<file path="config.mk">
export PLATFORM = sky130hd
export DESIGN_NAME = mux_rx_silo
export DESIGN_NICKNAME = d
export VERILOG_FILES = /design/src/rtl/rxs_pkg.sv /design/src/rtl/rxs_line_hold.sv /design/src/rtl/rxs_arbiter.sv /design/src/rtl/rxs_fifo.sv /design/src/rtl/rxs_ctrl.sv /design/src/rtl/mux_rx_silo.sv
export SDC_FILE = /design/constraint.sdc
export NUM_CORES = 1
export LEC_CHECK = 0
export BUFFER_PORTS_ARGS = -buffer_cell sky130_fd_sc_hd__buf_2
export CAP_MARGIN = 40
export CORE_UTILIZATION = 55
export CTS_BUF_LIST = sky130_fd_sc_hd__clkbuf_4
export CTS_CLUSTER_DIAMETER = 150
export DETAILED_ROUTE_END_ITERATION = 10
export GPL_ROUTABILITY_DRIVEN = 0
export MAX_ROUTING_LAYER = met4
export PLACE_DENSITY = 0.71
export SYNTH_ARGS = -nofsm -noshare
export SYNTH_HDL_FRONTEND = slang
export SYNTH_HIERARCHICAL = 1
export SYNTH_SLANG_ARGS = --single-unit
</file>
<file path="constraint.sdc">
create_clock -name clk -period 9.4 [get_ports clk]
set_input_delay 0.94 -clock clk [delete_from_list [all_inputs] [get_ports clk]]
set_output_delay 0.94 -clock clk [all_outputs]
set_load 0.005 [all_outputs]
</file>
<file path="src/rtl/rxs_pkg.sv">
// Shared constants and types for the tagged receive silo.
// Assumes at most 16 lines, since the line tag is a 4-bit field.
package rxs_pkg;
    localparam int CHAR_W  = 8;
    localparam int LINE_W  = 4;
    localparam int ALARM_W = 6;

    // Field positions in the control word
    localparam int CSR_SI  = 14;
    localparam int CSR_SIE = 12;
    localparam int CSR_MC  = 11;
    localparam int CSR_RI  = 7;
    localparam int CSR_RIE = 6;

    // One stored entry. Bit 15 of the read word is added at the output.
    typedef struct packed {
        logic              ovr;
        logic              fe;
        logic              pe;
        logic [LINE_W-1:0] line;
        logic [CHAR_W-1:0] data;
    } silo_entry_t;

    localparam int ENTRY_W = $bits(silo_entry_t);

    // Clear the character bits above the length code (0..3 -> 5..8 bits)
    function automatic logic [CHAR_W-1:0] trim_char(input logic [CHAR_W-1:0] d,
                                                    input logic [1:0] len);
        return d & (8'hFF >> (2'd3 - len));
    endfunction
endpackage

</file>
<file path="src/rtl/rxs_line_hold.sv">
// One-character holding stage for a single line receiver.
// It keeps the latest character until the arbiter serves it, and it keeps a
// sticky loss flag that marks the next stored character after any lost one.
// Assumes that grant is only high while pend is high.
module rxs_line_hold
    import rxs_pkg::*;
(
    input  logic              clk,
    input  logic              rst_n,
    input  logic              clr,
    input  logic              in_valid,
    input  logic [CHAR_W-1:0] in_data,
    input  logic              in_pe,
    input  logic              in_fe,
    input  logic              grant,
    input  logic              full,
    output logic              pend,
    output logic [CHAR_W-1:0] out_data,
    output logic              out_pe,
    output logic              out_fe,
    output logic              out_ovr
);
    // Capture the arriving character and track whether it still waits
    always_ff @(posedge clk) begin
        if (!rst_n || clr) begin
            pend     <= 1'b0;
            out_data <= '0;
            out_pe   <= 1'b0;
            out_fe   <= 1'b0;
        end else if (in_valid) begin
            pend     <= 1'b1;
            out_data <= in_data;
            out_pe   <= in_pe;
            out_fe   <= in_fe;
        end else if (grant) begin
            pend     <= 1'b0;
        end
    end

    // Sticky loss flag: set by a full-store drop or an overwrite, cleared once stored
    always_ff @(posedge clk) begin
        if (!rst_n || clr) begin
            out_ovr <= 1'b0;
        end else if (grant) begin
            out_ovr <= full;
        end else if (in_valid && pend) begin
            out_ovr <= 1'b1;
        end
    end
endmodule

</file>
<file path="src/rtl/rxs_arbiter.sv">
// Fixed-priority selector: picks the lowest-numbered requesting line.
// Purely combinational, with one grant per cycle at most.
module rxs_arbiter #(
    parameter int N     = 16,
    parameter int IDX_W = 4
) (
    input  logic [N-1:0]     req,
    output logic [N-1:0]     grant,
    output logic [IDX_W-1:0] idx,
    output logic             any
);
    // Scan upward and stop at the first request
    always_comb begin
        grant = '0;
        idx   = '0;
        any   = 1'b0;
        for (int i = 0; i < N; i++) begin
            if (req[i] && !any) begin
                grant[i] = 1'b1;
                idx      = IDX_W'(i);
                any      = 1'b1;
            end
        end
    end
endmodule

</file>
<file path="src/rtl/rxs_fifo.sv">
// First-in first-out store with an occupancy count.
// Writes while full and reads while empty are ignored. Clear empties it.
module rxs_fifo #(
    parameter int DEPTH = 64,
    parameter int W     = 15,
    localparam int PTR_W = $clog2(DEPTH),
    localparam int CNT_W = $clog2(DEPTH + 1)
) (
    input  logic             clk,
    input  logic             rst_n,
    input  logic             clr,
    input  logic             push,
    input  logic [W-1:0]     wdata,
    input  logic             pop,
    output logic [W-1:0]     rdata,
    output logic [CNT_W-1:0] count,
    output logic             full,
    output logic             empty
);
    logic [W-1:0]     mem [DEPTH];
    logic [PTR_W-1:0] wr_ptr, rd_ptr;
    logic             push_ok, pop_ok;

    assign full    = (count == CNT_W'(DEPTH));
    assign empty   = (count == '0);
    assign push_ok = push && !full;
    assign pop_ok  = pop && !empty;
    assign rdata   = mem[rd_ptr];

    // Step a pointer with a wrap at the last slot
    function automatic logic [PTR_W-1:0] step(input logic [PTR_W-1:0] p);
        return (p == PTR_W'(DEPTH - 1)) ? '0 : p + PTR_W'(1);
    endfunction

    // Storage array write
    always_ff @(posedge clk) begin
        if (push_ok) mem[wr_ptr] <= wdata;
    end

    // Pointer and count update
    always_ff @(posedge clk) begin
        if (!rst_n || clr) begin
            wr_ptr <= '0;
            rd_ptr <= '0;
            count  <= '0;
        end else begin
            if (push_ok) wr_ptr <= step(wr_ptr);
            if (pop_ok)  rd_ptr <= step(rd_ptr);
            if (push_ok && !pop_ok)      count <= count + CNT_W'(1);
            else if (pop_ok && !push_ok) count <= count - CNT_W'(1);
        end
    end
endmodule

</file>
<file path="src/rtl/rxs_ctrl.sv">
// Control word, alarm level and interrupt flags.
// Flags set on store events and are cleared by writing 0 to them. A set event
// wins over a clear in the same cycle. Master clear is a combinational pulse
// decoded from the write, and it resets this block too.
module rxs_ctrl
    import rxs_pkg::*;
#(
    parameter int CNT_W       = 7,
    parameter int ALARM_RESET = 16
) (
    input  logic               clk,
    input  logic               rst_n,
    input  logic               csr_wr,
    input  logic [15:0]        csr_wdata,
    input  logic               alarm_wr,
    input  logic [ALARM_W-1:0] alarm_wdata,
    input  logic               store,
    input  logic               pop_ok,
    input  logic [CNT_W-1:0]   count,
    output logic               clr,
    output logic [15:0]        csr_rdata,
    output logic               irq
);
    logic               si_q, sie_q, ri_q, rie_q;
    logic [ALARM_W-1:0] alarm_q;
    logic               set_si, set_ri, clr_si, clr_ri;
    logic               wdata_unused;

    assign wdata_unused = ^{csr_wdata[15], csr_wdata[13], csr_wdata[10:8], csr_wdata[5:0]};

    assign clr    = csr_wr && csr_wdata[CSR_MC];
    assign set_ri = store && (count == '0);
    assign set_si = store && !pop_ok && ((count + CNT_W'(1)) == CNT_W'(alarm_q));
    assign clr_si = csr_wr && !csr_wdata[CSR_SI];
    assign clr_ri = csr_wr && !csr_wdata[CSR_RI];

    // Register update for enables, flags and alarm level
    always_ff @(posedge clk) begin
        if (!rst_n || clr) begin
            si_q    <= 1'b0;
            sie_q   <= 1'b0;
            ri_q    <= 1'b0;
            rie_q   <= 1'b0;
            alarm_q <= ALARM_W'(ALARM_RESET);
        end else begin
            if (csr_wr) begin
                sie_q <= csr_wdata[CSR_SIE];
                rie_q <= csr_wdata[CSR_RIE];
            end
            si_q <= set_si || (si_q && !clr_si);
            ri_q <= set_ri || (ri_q && !clr_ri);
            if (alarm_wr) alarm_q <= alarm_wdata;
        end
    end

    // Readback view of the control word
    always_comb begin
        csr_rdata          = '0;
        csr_rdata[CSR_SI]  = si_q;
        csr_rdata[CSR_SIE] = sie_q;
        csr_rdata[CSR_RI]  = ri_q;
        csr_rdata[CSR_RIE] = rie_q;
    end

    // Interrupt request from the enabled flags
    assign irq = (si_q && sie_q) || (ri_q && rie_q);
endmodule

</file>
<file path="src/rtl/mux_rx_silo.sv">
// Top of the tagged receive silo. Per-line holding stages feed a lowest-first
// arbiter that moves one character per cycle into a shared store. The head
// entry is shown on rx_data with a valid flag in bit 15.
// Assumes NUM_LINES <= 16 and line strobes lasting one cycle.
module mux_rx_silo
    import rxs_pkg::*;
#(
    parameter int NUM_LINES   = 16,
    parameter int DEPTH       = 64,
    parameter int ALARM_RESET = 16,
    localparam int CNT_W      = $clog2(DEPTH + 1)
) (
    input  logic                      clk,
    input  logic                      rst_n,
    input  logic [NUM_LINES-1:0]      line_valid,
    input  logic [NUM_LINES*8-1:0]    line_data,
    input  logic [NUM_LINES*2-1:0]    line_len,
    input  logic [NUM_LINES-1:0]      line_perr,
    input  logic [NUM_LINES-1:0]      line_ferr,
    input  logic                      rx_rd,
    output logic [15:0]               rx_data,
    input  logic                      csr_wr,
    input  logic [15:0]               csr_wdata,
    output logic [15:0]               csr_rdata,
    input  logic                      alarm_wr,
    input  logic [ALARM_W-1:0]        alarm_wdata,
    output logic                      irq
);
    logic [NUM_LINES-1:0] pend, grant;
    logic [CHAR_W-1:0]    h_data [NUM_LINES];
    logic [NUM_LINES-1:0] h_pe, h_fe, h_ovr;
    logic [LINE_W-1:0]    idx;
    logic                 any, store, full, empty, clr, pop_ok;
    logic [CNT_W-1:0]     count;
    silo_entry_t          wentry, rentry;

    // One holding stage per line, with the character trimmed to its length
    for (genvar g = 0; g < NUM_LINES; g++) begin : g_line
        rxs_line_hold u_hold (
            .clk      (clk),
            .rst_n    (rst_n),
            .clr      (clr),
            .in_valid (line_valid[g]),
            .in_data  (trim_char(line_data[g*8 +: 8], line_len[g*2 +: 2])),
            .in_pe    (line_perr[g]),
            .in_fe    (line_ferr[g]),
            .grant    (grant[g]),
            .full     (full),
            .pend     (pend[g]),
            .out_data (h_data[g]),
            .out_pe   (h_pe[g]),
            .out_fe   (h_fe[g]),
            .out_ovr  (h_ovr[g])
        );
    end

    rxs_arbiter #(.N(NUM_LINES), .IDX_W(LINE_W)) u_arb (
        .req   (pend),
        .grant (grant),
        .idx   (idx),
        .any   (any)
    );

    assign store  = any && !full;
    assign pop_ok = rx_rd && !empty;

    // Format the served character into an entry
    always_comb begin
        wentry.ovr  = h_ovr[idx];
        wentry.fe   = h_fe[idx];
        wentry.pe   = h_pe[idx];
        wentry.line = idx;
        wentry.data = h_data[idx];
    end

    rxs_fifo #(.DEPTH(DEPTH), .W(ENTRY_W)) u_fifo (
        .clk   (clk),
        .rst_n (rst_n),
        .clr   (clr),
        .push  (store),
        .wdata (wentry),
        .pop   (rx_rd),
        .rdata (rentry),
        .count (count),
        .full  (full),
        .empty (empty)
    );

    rxs_ctrl #(.CNT_W(CNT_W), .ALARM_RESET(ALARM_RESET)) u_ctrl (
        .clk         (clk),
        .rst_n       (rst_n),
        .csr_wr      (csr_wr),
        .csr_wdata   (csr_wdata),
        .alarm_wr    (alarm_wr),
        .alarm_wdata (alarm_wdata),
        .store       (store),
        .pop_ok      (pop_ok),
        .count       (count),
        .clr         (clr),
        .csr_rdata   (csr_rdata),
        .irq         (irq)
    );

    // Read word: valid flag plus head entry, or zero when empty
    assign rx_data = empty ? 16'h0000 : {1'b1, rentry};
endmodule

</file>
==> metrics.txt <==
WP depth 10; Post-synth ARST share 0%; Routed wire per std cell 24.7 µm; row count 108; Worst-Skew Late Latency 1.15 ns; Crit Path Category flop to output pin; antenna violations before repair 4; Initial Util 55.5%; CTS tree built; Hold Startpoint line_perr[11]; total CTS buffers 312; top_reg_cell synth edfxtp_1; Worst Reg-to-Reg Cells 8; Final ANT Viol Nets 0; nets 3585; part of the cycle the worst path needs 61.9%; R2R Path Start u_fifo/count[0]; pre-CTS WS 4.62 ns; mux cell area share after synthesis 18.7%; Die Ht 298 µm; Worst Path Required 8.46 ns; CP top delay family buffers and inverters; PortBufs 244; post-CTS setup buffer count 0; Leak 19.7 nW; mean post-synth cell area 17.6 µm²; Root Buffer clkbuf_4; Synth Area in Simple Gates 5.72%; first-pass GRT wire length 174000 µm; DIE AREA 88700 µm²; WL final 116000 µm; core area 86800 µm²; startpoint types flop; FF-to-FF setup slack 4.54 ns; DR iter-0 viols 2854; Yosys Warn Count 6; Finish-stage setup viols 0; grt ovf 0; min Tclk post-route 5.82 ns; synth unique cells 72; total track usage 27.2%; CP endpoint kind output pin; vias in the first global route 29200; Hold Path End g_line[11].u_hold/out_pe; cell area after layout 55700 µm²; Slew HR 34.2%; Post-Synth Adder-Cell Area 0.301%; Arrival @ worst endpoint 4.88 ns; clk sinks 1187; Clock transition at path regs 0.06 ns; fmax 0.172 GHz; sequential share of the synthesized area 69.3%; worst reg2reg endpoint u_fifo/mem[21][2]; largest family of logic cells by synthesized area multiplexers; Max Root-Sink Buffers 4; Vias per Instance 5.97; post-DP HPWL 70600 µm; utilization after layout 64.2%; status complete, no violations; RSZ-0062 raised after global routing false; total of max-cap violations 0; pwr dens 224 nW/µm²; Worst path max stage delay 0.81 ns; compound-cell area share of the yosys netlist 3.20%; CP max-delay cell dfxtp_4; Peak VDD IR 0.000205 V; CP max FO 40; DP Area 51000 µm²; Final Hold Viols 0; drt pass-1 iters 6; worst path cell trace buf_4, buf_4, buf_16, mux4_2, mux4_2, nand2b_1, o21ai_1, nor2_1, nor2b_1, buf_2; Synth Register Bits 1187; Worst-Margin Slew 0.982 ns; Max Slew Vio Count 0; Worst Hold Class input port to flop; overall via count from detail_route 28100; IO Pins 268; Final TNS setup 0 ns; Mapped Area 48100 µm²; largest net degree at the start of global routing 105; Critical path buffers and inverters 4; Hold Crit Depth 3; H-tree levels 5; setup ws final 3.58 ns; Post-synth EDFFs 960; Synth Area in XOR/XNOR 0.327%; Die X 298 µm; # DRC 0; Final Skew 0.128 ns; cells after synthesis 2731; area grow syn2layout 15.6%; layout cells sized above 1 32.1%
## placed cells by master (no fill, tap or decap), types with 16 or more instances in the layout
| master | count |
|---|---|
| a21oi_1 | 35 |
| and3_1 | 19 |
| dfxtp_1 | 222 |
| o21a_1 | 16 |
| nand2b_1 | 39 |
| nor2_1 | 258 |
| and2_1 | 26 |
| buf_2 | 247 |
| a22oi_1 | 37 |
| a211oi_1 | 28 |
| nor2_2 | 20 |
| nor3_1 | 25 |
| edfxtp_1 | 960 |
| nand2_1 | 54 |
| clkbuf_4 | 440 |
| inv_1 | 31 |
| mux4_1 | 22 |
| nor2b_1 | 55 |
| mux2i_1 | 226 |
| dlygate4sd3_1 | 93 |
| mux2_2 | 18 |
| clkinv_1 | 68 |
| o21ai_0 | 29 |
| mux4_2 | 265 |
| buf_4 | 66 |
## registers in the layout, summed over array words and instances, names as in the netlist, 6 cells and up, named ones only
register and count:
g_line.u_hold/out_pe 16, u_fifo/mem 960, u_fifo/wr_ptr 6, u_fifo/count 7, g_line.u_hold/out_fe 16, u_ctrl/alarm_q 6, u_fifo/rd_ptr 6, g_line.u_hold/out_data 128
g_line.u_hold/pend 16, g_line.u_hold/out_ovr 16
## synthesized netlist by cell type, drive strengths merged (4+ instances only)
library cell | count | area, µm²
clkbuf | 32 | 121
nor3 | 27 | 151
or2 | 5 | 31.3
a21boi | 7 | 52.6
nand4b | 4 | 35.0
a221o | 10 | 100
nand2 | 68 | 263
ha | 10 | 125
a211o | 9 | 78.8
a21oi | 35 | 175
mux2 | 18 | 203
nor2 | 278 | 1040
edfxtp | 960 | 28800
o211ai | 7 | 52.6
or3 | 4 | 25.0
inv | 31 | 116
mux2i | 226 | 2260
xnor2 | 12 | 105
o21ai | 33 | 165
o22ai | 8 | 50.1
buf | 124 | 926
a22oi | 37 | 278
nor4 | 10 | 77.6
xor2 | 6 | 52.6
and2 | 26 | 163
nor2b | 55 | 344
dfxtp | 227 | 4540
o21a | 16 | 120
a31oi | 11 | 68.8
mux4 | 287 | 6550
and3 | 19 | 119
nand2b | 39 | 244
nand3 | 16 | 85.1
a211oi | 28 | 210
or4 | 4 | 33.8
nor3b | 4 | 30.0
nand4 | 4 | 25.0
## kinds of logic (layout without fill, tap and decap cells)
family | count (synthesis) | after routing
flops | 1187 | 1187
simple gates | 573 | 573
mux | 531 | 531
compound gates | 222 | 222
buf+inv | 188 | 995
xor+xnor | 18 | 18
fa+ha+maj | 11 | 11
other cells | 1 | 15
## worst reg2reg max path: stages (launching register included)
cell      delay (ns)
dfxtp_1         0.66
nor2_1          0.18
and3_1          0.48
nor2b_1         0.40
inv_1           0.12
a311oi_1        0.79
nand2_1         0.59
nor2_1          0.86
buf_4           0.38
## power by group
group | switching, mW | leakage [nW] | total, mW | internal [mW]
logic | 1.18 | 6.81 | 2.13 | 0.949
clock network | 1.98 | 2.24 | 4.24 | 2.25
registers | 0.129 | 10.7 | 6.08 | 5.96
## stage by stage
stage | std cells | hold WS (ns) | total power, mW
5_1_grt | 4707 | 0.0543 | 13.0
3_5_place_dp | 4085 | 0.476 | 8.29
2_1_floorplan | 2742 | 0.451 | 7.64
3_3_place_gp | 4051 | 0.463 | 8.20
4_1_cts | 4702 | 0.000159 | 12.6
6_report | 4707 | 0.115 | 12.5
## metal layers
| layer | GRT usage [%] | vias up | wire, µm |
|---|---|---|---|
| met1 | 35.7 | 14200 | 45500 |
| li1 | - | 12200 | - |
| met2 | 42.5 | 1464 | 57000 |
| met3 | 5.94 | 181 | 10800 |
| met4 | 9.41 | 0 | 2770 |
| met5 | - | - | 0 |
## worst max path at each step
stage                           from          endpoint
6_report                        flop       rx_data[12]
5_1_grt                         flop       rx_data[12]
4_1_cts                         flop       rx_data[12]
3_5_place_dp                    flop        rx_data[2]
3_3_place_gp                    flop        rx_data[3]
2_1_floorplan  g_line[1].u_hold/pend  u_fifo/mem[0][0]
## area by class of cell
type | instances | area (µm²)
Fill cell | 6036 | 31100
Antenna cell | 3 | 7.51
Clock buffer | 440 | 3300
Tap cell | 1155 | 1450
Timing Repair Buffer | 439 | 3210
Sequential cell | 1187 | 33400
Clock inverter | 84 | 427
Inverter | 32 | 120
Multi-Input combinational cell | 1367 | 13800
## timing repair
action,4_1_cts,5_1_grt
gates resized for setup,0,0
endpoints found under the hold margin,93,0
hold buffers,93,0
(Power assumes the default switching activity.)
